$ cat src/rtl/pecc_pkg.sv
// Shared helpers for the partially protected memory controller.
// Assumes a single-error-correcting Hamming code with an added overall
// parity bit; data bits fill the non-power-of-two positions from 3 up.
package pecc_pkg;

    // Outcome of a codeword check
    typedef enum logic [1:0] {
        ST_CLEAN = 2'd0,
        ST_FIXED = 2'd1,
        ST_BAD   = 2'd2
    } ecc_stat_e;

    // Boot sequencer states
    typedef enum logic [1:0] {
        BS_FETCH   = 2'd0,
        BS_CAPTURE = 2'd1,
        BS_RUN     = 2'd2
    } boot_st_e;

    // Number of Hamming parity bits needed for dw data bits
    function automatic int par_bits(input int dw);
        int p;
        p = 0;
        for (int k = 1; k < 16; k++) begin
            if (p == 0 && (1 << k) >= dw + k + 1) p = k;
        end
        return p;
    endfunction

    // Codeword position (1-based) of data bit idx
    function automatic int data_pos(input int idx);
        int cnt;
        int res;
        cnt = 0;
        res = 0;
        for (int pos = 1; pos < 1024; pos++) begin
            if ((pos & (pos - 1)) != 0) begin
                if (cnt == idx && res == 0) res = pos;
                cnt++;
            end
        end
        return res;
    endfunction

endpackage

$ cat src/rtl/pecc_enc.sv
// Check-bit generator: Hamming parity over the data bits plus one overall
// parity bit. Inputs are forced to zero when en_i is low so the XOR trees
// do not toggle for unprotected traffic.
module pecc_enc #(
    parameter int  DATA_W = 32,
    localparam int PBITS  = pecc_pkg::par_bits(DATA_W),
    localparam int CHK_W  = PBITS + 1
) (
    input  logic              en_i,
    input  logic [DATA_W-1:0] data_i,
    output logic [CHK_W-1:0]  chk_o
);

    // Mask of data bits whose codeword position has bit j set
    function automatic logic [DATA_W-1:0] grp_mask(input int j);
        logic [DATA_W-1:0] m;
        m = '0;
        for (int i = 0; i < DATA_W; i++) begin
            m[i] = ((pecc_pkg::data_pos(i) >> j) & 1) == 1;
        end
        return m;
    endfunction

    logic [DATA_W-1:0] d;

    // Operand isolation
    assign d = en_i ? data_i : '0;

    for (genvar j = 0; j < PBITS; j++) begin : g_par
        localparam logic [DATA_W-1:0] MASK = grp_mask(j);
        // One parity group per check bit
        assign chk_o[j] = ^(d & MASK);
    end

    // Overall parity over data and the Hamming bits
    assign chk_o[PBITS] = ^{d, chk_o[PBITS-1:0]};

endmodule

$ cat src/rtl/pecc_dec.sv
// Syndrome generator and corrector. It recomputes the check bits with a
// generator instance, XORs them with the stored bits, flips a located data
// bit and reports the outcome. When en_i is low it reports ST_CLEAN and its
// data output is zero; the caller picks the raw word instead.
module pecc_dec #(
    parameter int  DATA_W = 32,
    localparam int PBITS  = pecc_pkg::par_bits(DATA_W),
    localparam int CHK_W  = PBITS + 1,
    localparam int NPOS   = DATA_W + PBITS
) (
    input  logic                 en_i,
    input  logic [DATA_W-1:0]    data_i,
    input  logic [CHK_W-1:0]     chk_i,
    output logic [DATA_W-1:0]    data_o,
    output pecc_pkg::ecc_stat_e  stat_o
);
    import pecc_pkg::*;

    logic [DATA_W-1:0] d;
    logic [CHK_W-1:0]  c;
    logic [CHK_W-1:0]  recomp;
    logic [PBITS-1:0]  syn;
    logic              single;
    logic [DATA_W-1:0] flip;

    // Operand isolation
    assign d = en_i ? data_i : '0;
    assign c = en_i ? chk_i  : '0;

    pecc_enc #(.DATA_W(DATA_W)) u_recomp (
        .en_i   (en_i),
        .data_i (d),
        .chk_o  (recomp)
    );

    // Syndrome and overall parity of the received word
    assign syn    = recomp[PBITS-1:0] ^ c[PBITS-1:0];
    assign single = ^(recomp ^ c);

    for (genvar i = 0; i < DATA_W; i++) begin : g_fix
        localparam int POS = pecc_pkg::data_pos(i);
        // Flip the data bit whose position the syndrome names
        assign flip[i] = single & (syn == PBITS'(POS));
    end

    assign data_o = d ^ flip;

    // Classify the codeword
    always_comb begin
        if (!en_i)                               stat_o = ST_CLEAN;
        else if (!single && syn == '0)           stat_o = ST_CLEAN;
        else if (single && syn <= PBITS'(NPOS))  stat_o = ST_FIXED;
        else                                     stat_o = ST_BAD;
    end

endmodule

$ cat src/rtl/pecc_bound.sv
// Boundary holder. After reset it reads the boot word from RAM, keeps its
// full codeword, decodes it on every cycle and compares the incoming
// address against it. An uncorrectable boundary protects every address.
// Assumes the RAM returns read data one cycle after the access.
module pecc_bound #(
    parameter int  ADDR_W = 6,
    parameter int  DATA_W = 32,
    localparam int CHK_W  = pecc_pkg::par_bits(DATA_W) + 1
) (
    input  logic              clk,
    input  logic              rst_n,
    input  logic [DATA_W-1:0] rd_data,
    input  logic [CHK_W-1:0]  rd_chk,
    input  logic [ADDR_W-1:0] addr_i,
    output logic              fetch_o,
    output logic              ready_o,
    output logic              prot_o
);
    import pecc_pkg::*;

    boot_st_e          state;
    logic [DATA_W-1:0] bnd_d;
    logic [CHK_W-1:0]  bnd_c;
    logic [DATA_W-1:0] bnd_val;
    ecc_stat_e         bnd_st;
    logic [DATA_W-1:0] addr_ext;

    // Boot sequence: issue the fetch, capture the word, then run
    always_ff @(posedge clk) begin
        if (!rst_n) begin
            state <= BS_FETCH;
            bnd_d <= '0;
            bnd_c <= '0;
        end else begin
            case (state)
                BS_FETCH:   state <= BS_CAPTURE;
                BS_CAPTURE: begin
                    bnd_d <= rd_data;
                    bnd_c <= rd_chk;
                    state <= BS_RUN;
                end
                default:    state <= BS_RUN;
            endcase
        end
    end

    assign fetch_o = (state == BS_FETCH);
    assign ready_o = (state == BS_RUN);

    pecc_dec #(.DATA_W(DATA_W)) u_bnd_dec (
        .en_i   (1'b1),
        .data_i (bnd_d),
        .chk_i  (bnd_c),
        .data_o (bnd_val),
        .stat_o (bnd_st)
    );

    // Single comparison against the corrected boundary
    assign addr_ext = DATA_W'(addr_i);
    assign prot_o   = (bnd_st == ST_BAD) | (addr_ext > bnd_val);

endmodule

$ cat src/rtl/pecc_mem_ctrl.sv
// Partially ECC-protected memory controller (top). Stage 1 holds the
// accepted request and its region decision; stage 2 tracks an outstanding
// read. Check bits are generated only for protected writes, and read data
// is checked only for protected reads. Assumes one-cycle RAM read latency
// and a separately write-enabled check field per word.
module pecc_mem_ctrl #(
    parameter int  ADDR_W    = 6,
    parameter int  DATA_W    = 32,
    parameter int  BOOT_ADDR = 0,
    localparam int CHK_W     = pecc_pkg::par_bits(DATA_W) + 1
) (
    input  logic              clk,
    input  logic              rst_n,
    input  logic              req_valid,
    output logic              req_ready,
    input  logic              req_we,
    input  logic [ADDR_W-1:0] req_addr,
    input  logic [DATA_W-1:0] req_wdata,
    output logic              rsp_valid,
    output logic [DATA_W-1:0] rsp_rdata,
    output logic              rsp_corr,
    output logic              rsp_uncorr,
    output logic              mem_en,
    output logic              mem_we,
    output logic              mem_chk_we,
    output logic [ADDR_W-1:0] mem_addr,
    output logic [DATA_W-1:0] mem_wdata,
    output logic [CHK_W-1:0]  mem_wchk,
    input  logic [DATA_W-1:0] mem_rdata,
    input  logic [CHK_W-1:0]  mem_rchk
);
    import pecc_pkg::*;

    localparam logic [ADDR_W-1:0] BOOT_A = ADDR_W'(BOOT_ADDR);

    logic              acc;
    logic              fetch;
    logic              ready;
    logic              prot_a;
    logic              s1_valid;
    logic              s1_we;
    logic              s1_prot;
    logic [ADDR_W-1:0] s1_addr;
    logic [DATA_W-1:0] s1_wdata;
    logic              s2_valid;
    logic              s2_prot;
    logic              wr_prot;
    logic              rd_prot;
    logic [DATA_W-1:0] fix_data;
    ecc_stat_e         rd_stat;

    pecc_bound #(.ADDR_W(ADDR_W), .DATA_W(DATA_W)) u_bound (
        .clk     (clk),
        .rst_n   (rst_n),
        .rd_data (mem_rdata),
        .rd_chk  (mem_rchk),
        .addr_i  (req_addr),
        .fetch_o (fetch),
        .ready_o (ready),
        .prot_o  (prot_a)
    );

    assign req_ready = ready;
    assign acc       = req_valid & ready;

    // Stage 1: register the request with its region decision
    always_ff @(posedge clk) begin
        if (!rst_n) begin
            s1_valid <= 1'b0;
            s1_we    <= 1'b0;
            s1_prot  <= 1'b0;
            s1_addr  <= '0;
            s1_wdata <= '0;
        end else begin
            s1_valid <= acc;
            if (acc) begin
                s1_we    <= req_we;
                s1_prot  <= prot_a;
                s1_addr  <= req_addr;
                s1_wdata <= req_wdata;
            end
        end
    end

    // Stage 2: remember an outstanding read and its region
    always_ff @(posedge clk) begin
        if (!rst_n) begin
            s2_valid <= 1'b0;
            s2_prot  <= 1'b0;
        end else begin
            s2_valid <= s1_valid & ~s1_we;
            s2_prot  <= s1_prot;
        end
    end

    assign wr_prot = s1_valid & s1_we & s1_prot;

    pecc_enc #(.DATA_W(DATA_W)) u_enc (
        .en_i   (wr_prot),
        .data_i (s1_wdata),
        .chk_o  (mem_wchk)
    );

    // Memory port: boot fetch first, then the stage-1 access
    assign mem_en     = fetch | s1_valid;
    assign mem_we     = s1_valid & s1_we;
    assign mem_chk_we = wr_prot;
    assign mem_addr   = fetch ? BOOT_A : s1_addr;
    assign mem_wdata  = s1_wdata;

    assign rd_prot = s2_valid & s2_prot;

    pecc_dec #(.DATA_W(DATA_W)) u_dec (
        .en_i   (rd_prot),
        .data_i (mem_rdata),
        .chk_i  (mem_rchk),
        .data_o (fix_data),
        .stat_o (rd_stat)
    );

    // Response: corrected word when protected, raw word otherwise
    assign rsp_valid  = s2_valid;
    assign rsp_rdata  = s2_prot ? fix_data : mem_rdata;
    assign rsp_corr   = (rd_stat == ST_FIXED);
    assign rsp_uncorr = (rd_stat == ST_BAD);

endmodule

$ cat config.mk
export PLATFORM = sky130hd
export DESIGN_NAME = pecc_mem_ctrl
export DESIGN_NICKNAME = d
export VERILOG_FILES = /design/src/rtl/pecc_pkg.sv /design/src/rtl/pecc_enc.sv /design/src/rtl/pecc_dec.sv /design/src/rtl/pecc_bound.sv /design/src/rtl/pecc_mem_ctrl.sv
export SDC_FILE = /design/constraint.sdc
export NUM_CORES = 1
export LEC_CHECK = 0
export ABC_AREA = 1
export ABC_CLOCK_PERIOD_IN_PS = 12500
export BUFFER_PORTS_ARGS = -buffer_cell sky130_fd_sc_hd__buf_4
export CAP_MARGIN = 20
export CORE_ASPECT_RATIO = 1.25
export CORE_UTILIZATION = 45
export CTS_BUF_LIST = sky130_fd_sc_hd__clkbuf_8 sky130_fd_sc_hd__clkbuf_16
export DETAILED_ROUTE_END_ITERATION = 16
export HOLD_SLACK_MARGIN = 0.12
export SLEW_MARGIN = 20
export SYNTH_ARGS = -nofsm -noshare
export SYNTH_HDL_FRONTEND = slang
export SYNTH_HIERARCHICAL = 1
export SYNTH_SLANG_ARGS = --single-unit
$ cat constraint.sdc
create_clock -name clk -period 12.5 [get_ports clk]
set_input_delay 0.625 -clock clk [delete_from_list [all_inputs] [get_ports clk]]
set_output_delay 0.625 -clock clk [all_outputs]
set_load 0.05 [all_outputs]
==> results by group <==
Logic synthesis
  – Synth area leaders: nand2_1 36%, dfxtp_1 14%, nand3_1 13%, inv_1 11%, nor2_1 9.5%
  – Count of different cell masters after synthesis: 33
  – Yosys warnings: 6
  – Dominant cell type by area after synthesis: nand2_1
  – Async S/R FF share, synth: 0%
  – Top-area cell type share of the netlist area: 35.95%
  – Post-synth EDFFs: 0
  – Synth Flop Type: dfxtp_1
  – Synth Register Bits: 84
  – Post-synthesis cell area: 11990 um2
  – Mapped Avg Cell Area: 4.791 um2
  – Post-synthesis sequential area ratio: 14.03%
  – Mapped Cells: 2502

Clock network
  – Root Buffer: clkbuf_16
  – H-tree depth: 3
  – Clock transition at path regs: 70 ps
  – Max Root-Sink Buffers: 2
  – Total setup buffers inserted after CTS: 0
  – Inserted Clock Buffers: 9
  – Hold buffers post-CTS: 0
  – Post_cts resized: 0
  – CTS Sinks: 84
  – Worst-skew pair later-pin latency: 350 ps
  – TritonCTS clock tree: done

Setup path
  – Crit start category: flop
  – Crit path max fanout: 65
  – WP data required: 11880 ps
  – Max incr delay on CP: 980 ps
  – Internal reg-to-reg setup slack: 7720 ps
  – Cell depth of the worst setup path: 35
  – Crit path max-delay cell type: dfxtp_2
  – Critical path's most frequent cell: nand2_1
  – R2r startpoint: u_bound/bnd_d[15]$_SDFFE_PN0N_
  – Critical path origin: s2_prot$_SDFF_PN0_
  – Critical Path End Type: output port
  – Worst EP arrival: 6550 ps
  – CP Class: flop to output port
  – Crit path max-delay family: simple AND/OR/NAND/NOR gates
  – Setup crit end: rsp_rdata[6]
  – R2r worst-path depth: 36
  – CP bufs+invs: 8
  – FF-to-FF End: s1_prot$_SDFFE_PN0P_

STA
  – Fin crit share: 57.42%
  – Worst Max-Slew Pin Slew: 1007 ps
  – RSZ-0062 raised after global routing: false
  – Max Freq: 139.3 MHz
  – Final min period: 7177 ps
  – Final TNS setup: 0 ps
  – Final hold vios: 0
  – Setup-failing EPs final: 0
  – Max Slew Vio Count: 0
  – Slew headroom: 32.89%
  – Setup slack after layout: 5323 ps
  – Setup Skew: 13.13 ps

Routing
  – DRT iter0 DRCs: 782
  – DRT antenna net count: 0
  – Vias/cell: 4.954
  – Remaining DRCs: 0
  – Routed WL: 39.49 mm
  – Avg WL per Cell: 13.37 um
  – Total number of vias: 14630
  – DRT Pass-1 Iters: 6

Pwr
  – Peak supply drop: 126.8 uV
  – Reported leakage power: 0.008329 uW
  – Final Total Pwr: 1132 uW
  – Pwr dens: 84.04 nW/um2

Run status
  – Status: finished clean

Die
  – Num ports: 165
  – Die area: 27300 um2
  – Die H: 184.5 um
  – Initial Util: 45.94%
  – Die width: 148.0 um
  – Row cnt: 66
  – Core Region: 26100 um2

Layout
  – Layout cells sized above 1: 8.840%
  – # fillers: 2958
  – Area growth syn-to-layout: 12.33%
  – Number of inserted diodes: 0
  – Post-route cell area: 13470 um2
  – NumNets Final: 2703

Global route
  – First-pass GRT wire length: 62.36 mm
  – All-Layer GR Usage: 28.78%
  – GRT overflow: 0
  – Largest net degree at the start of global routing: 83
  – Initial antenna violation count: 0
  – Vias in the first global route: 12601

Place
  – Dpl hpwl: 32.16 mm
  – Pre-CTS WS: 5735 ps
  – GP Congestion: 0.9642
  – Port Buffers: 164
  – Placement Cell Area: 13170 um2

Min path
  – HP Class: flop to flop

Run
  – Max_cap viols: 0
-- report_power, final --
group | internal (uW) | switching [uW] | total (uW)
Sequential | 290 | 21.4 | 312
Combinational | 153 | 397 | 550
Clock | 154 | 116 | 270
-- sequential cells by signal (all words and copies together), names as in the netlist --
register,cells
u_bound/bnd_d,32
s1_prot,1
u_bound/state,2
s2_prot,1
rsp_valid,1
s1_addr,6
u_bound/bnd_c,7
mem_wdata,32
s1_we,1
s1_valid,1
-- per-layer routing --
layer / vias to the layer above / routed length [um] / global-route usage, %
met5: - / 0 / 0
met2: 391 / 19110 / 51.25
met1: 6408 / 16970 / 34.63
met4: 0 / 1770 / 13.94
met3: 72 / 1642 / 2.277
li1: 7759 / - / -
-- worst min-delay path by stage --
stage	start	end	slack (ps)	depth (start not counted)
after floorplan	s1_we$_SDFFE_PN0P_	rsp_valid$_SDFF_PN0_	410	1
after global placement	s1_we$_SDFFE_PN0P_	rsp_valid$_SDFF_PN0_	440	1
after detailed placement	s1_we$_SDFFE_PN0P_	rsp_valid$_SDFF_PN0_	440	1
after CTS	s1_we$_SDFFE_PN0P_	rsp_valid$_SDFF_PN0_	460	1
after global routing	s1_we$_SDFFE_PN0P_	rsp_valid$_SDFF_PN0_	490	1
final	s1_we$_SDFFE_PN0P_	rsp_valid$_SDFF_PN0_	450	1
-- cell usage in the layout, fill, tap and decap left out, types with 21 or more instances in the layout --
cell type and count:
o21ai_0 75, inv_1 367, nor2_1 302, o21ai_1 23, nand2_2 21, nand2_1 1148, nand3_1 306, dfxtp_1 83
buf_4 167
-- area by class of cell --
type | instances | area [um2] | area share, %
Clock buffer | 9 | 225.2 | 1.673
Clock inverter | 7 | 68.82 | 0.5111
Inverter | 380 | 1426 | 10.59
Multi-Input combinational cell | 1966 | 8383 | 62.26
Sequential cell | 84 | 1683 | 12.50
Tap cell | 340 | 425.4 | 3.159
Timing Repair Buffer | 167 | 1254 | 9.311
-- cells in the mapped netlist (4+ instances only) --
cell and n:
o21ai_0 75, buf_2 30, clkbuf_1 11, inv_1 367, dfxtp_1 84, buf_6 22
xor2_1 15, inv_2 13, nand2_2 21, o21ai_1 23, a21oi_1 7, nand2_1 1148
ha_1 14, xnor2_1 15, nand3b_1 9, nand3_1 306, nor3_1 5, buf_1 4
buf_4 8, nor2_1 303
-- logic make-up after synthesis --
family                     Yosys count  synth area share [%]
adders and majority gates           14                 1.461
buffers and inverters              456                 16.23
DFF                                 84                 14.03
xor gates and xnor gates            30                 2.192
other                                1               0.03128
and+or+nand+nor                   1808                 61.42
AOI/OAI and AO/OA                  109                 4.634
-- stage by stage --
stage / std cells / utilization (%) / hold WS [ps]
3_3_place_gp: 2937 / 50.47 / 438.1
5_1_grt: 2953 / 51.60 / 494.1
4_1_cts: 2953 / 51.60 / 457.6
3_5_place_dp: 2937 / 50.47 / 442.5
2_1_floorplan: 2506 / - / 410.2
6_report: 2953 / 51.60 / 454.2
(Power assumes the default switching activity.)
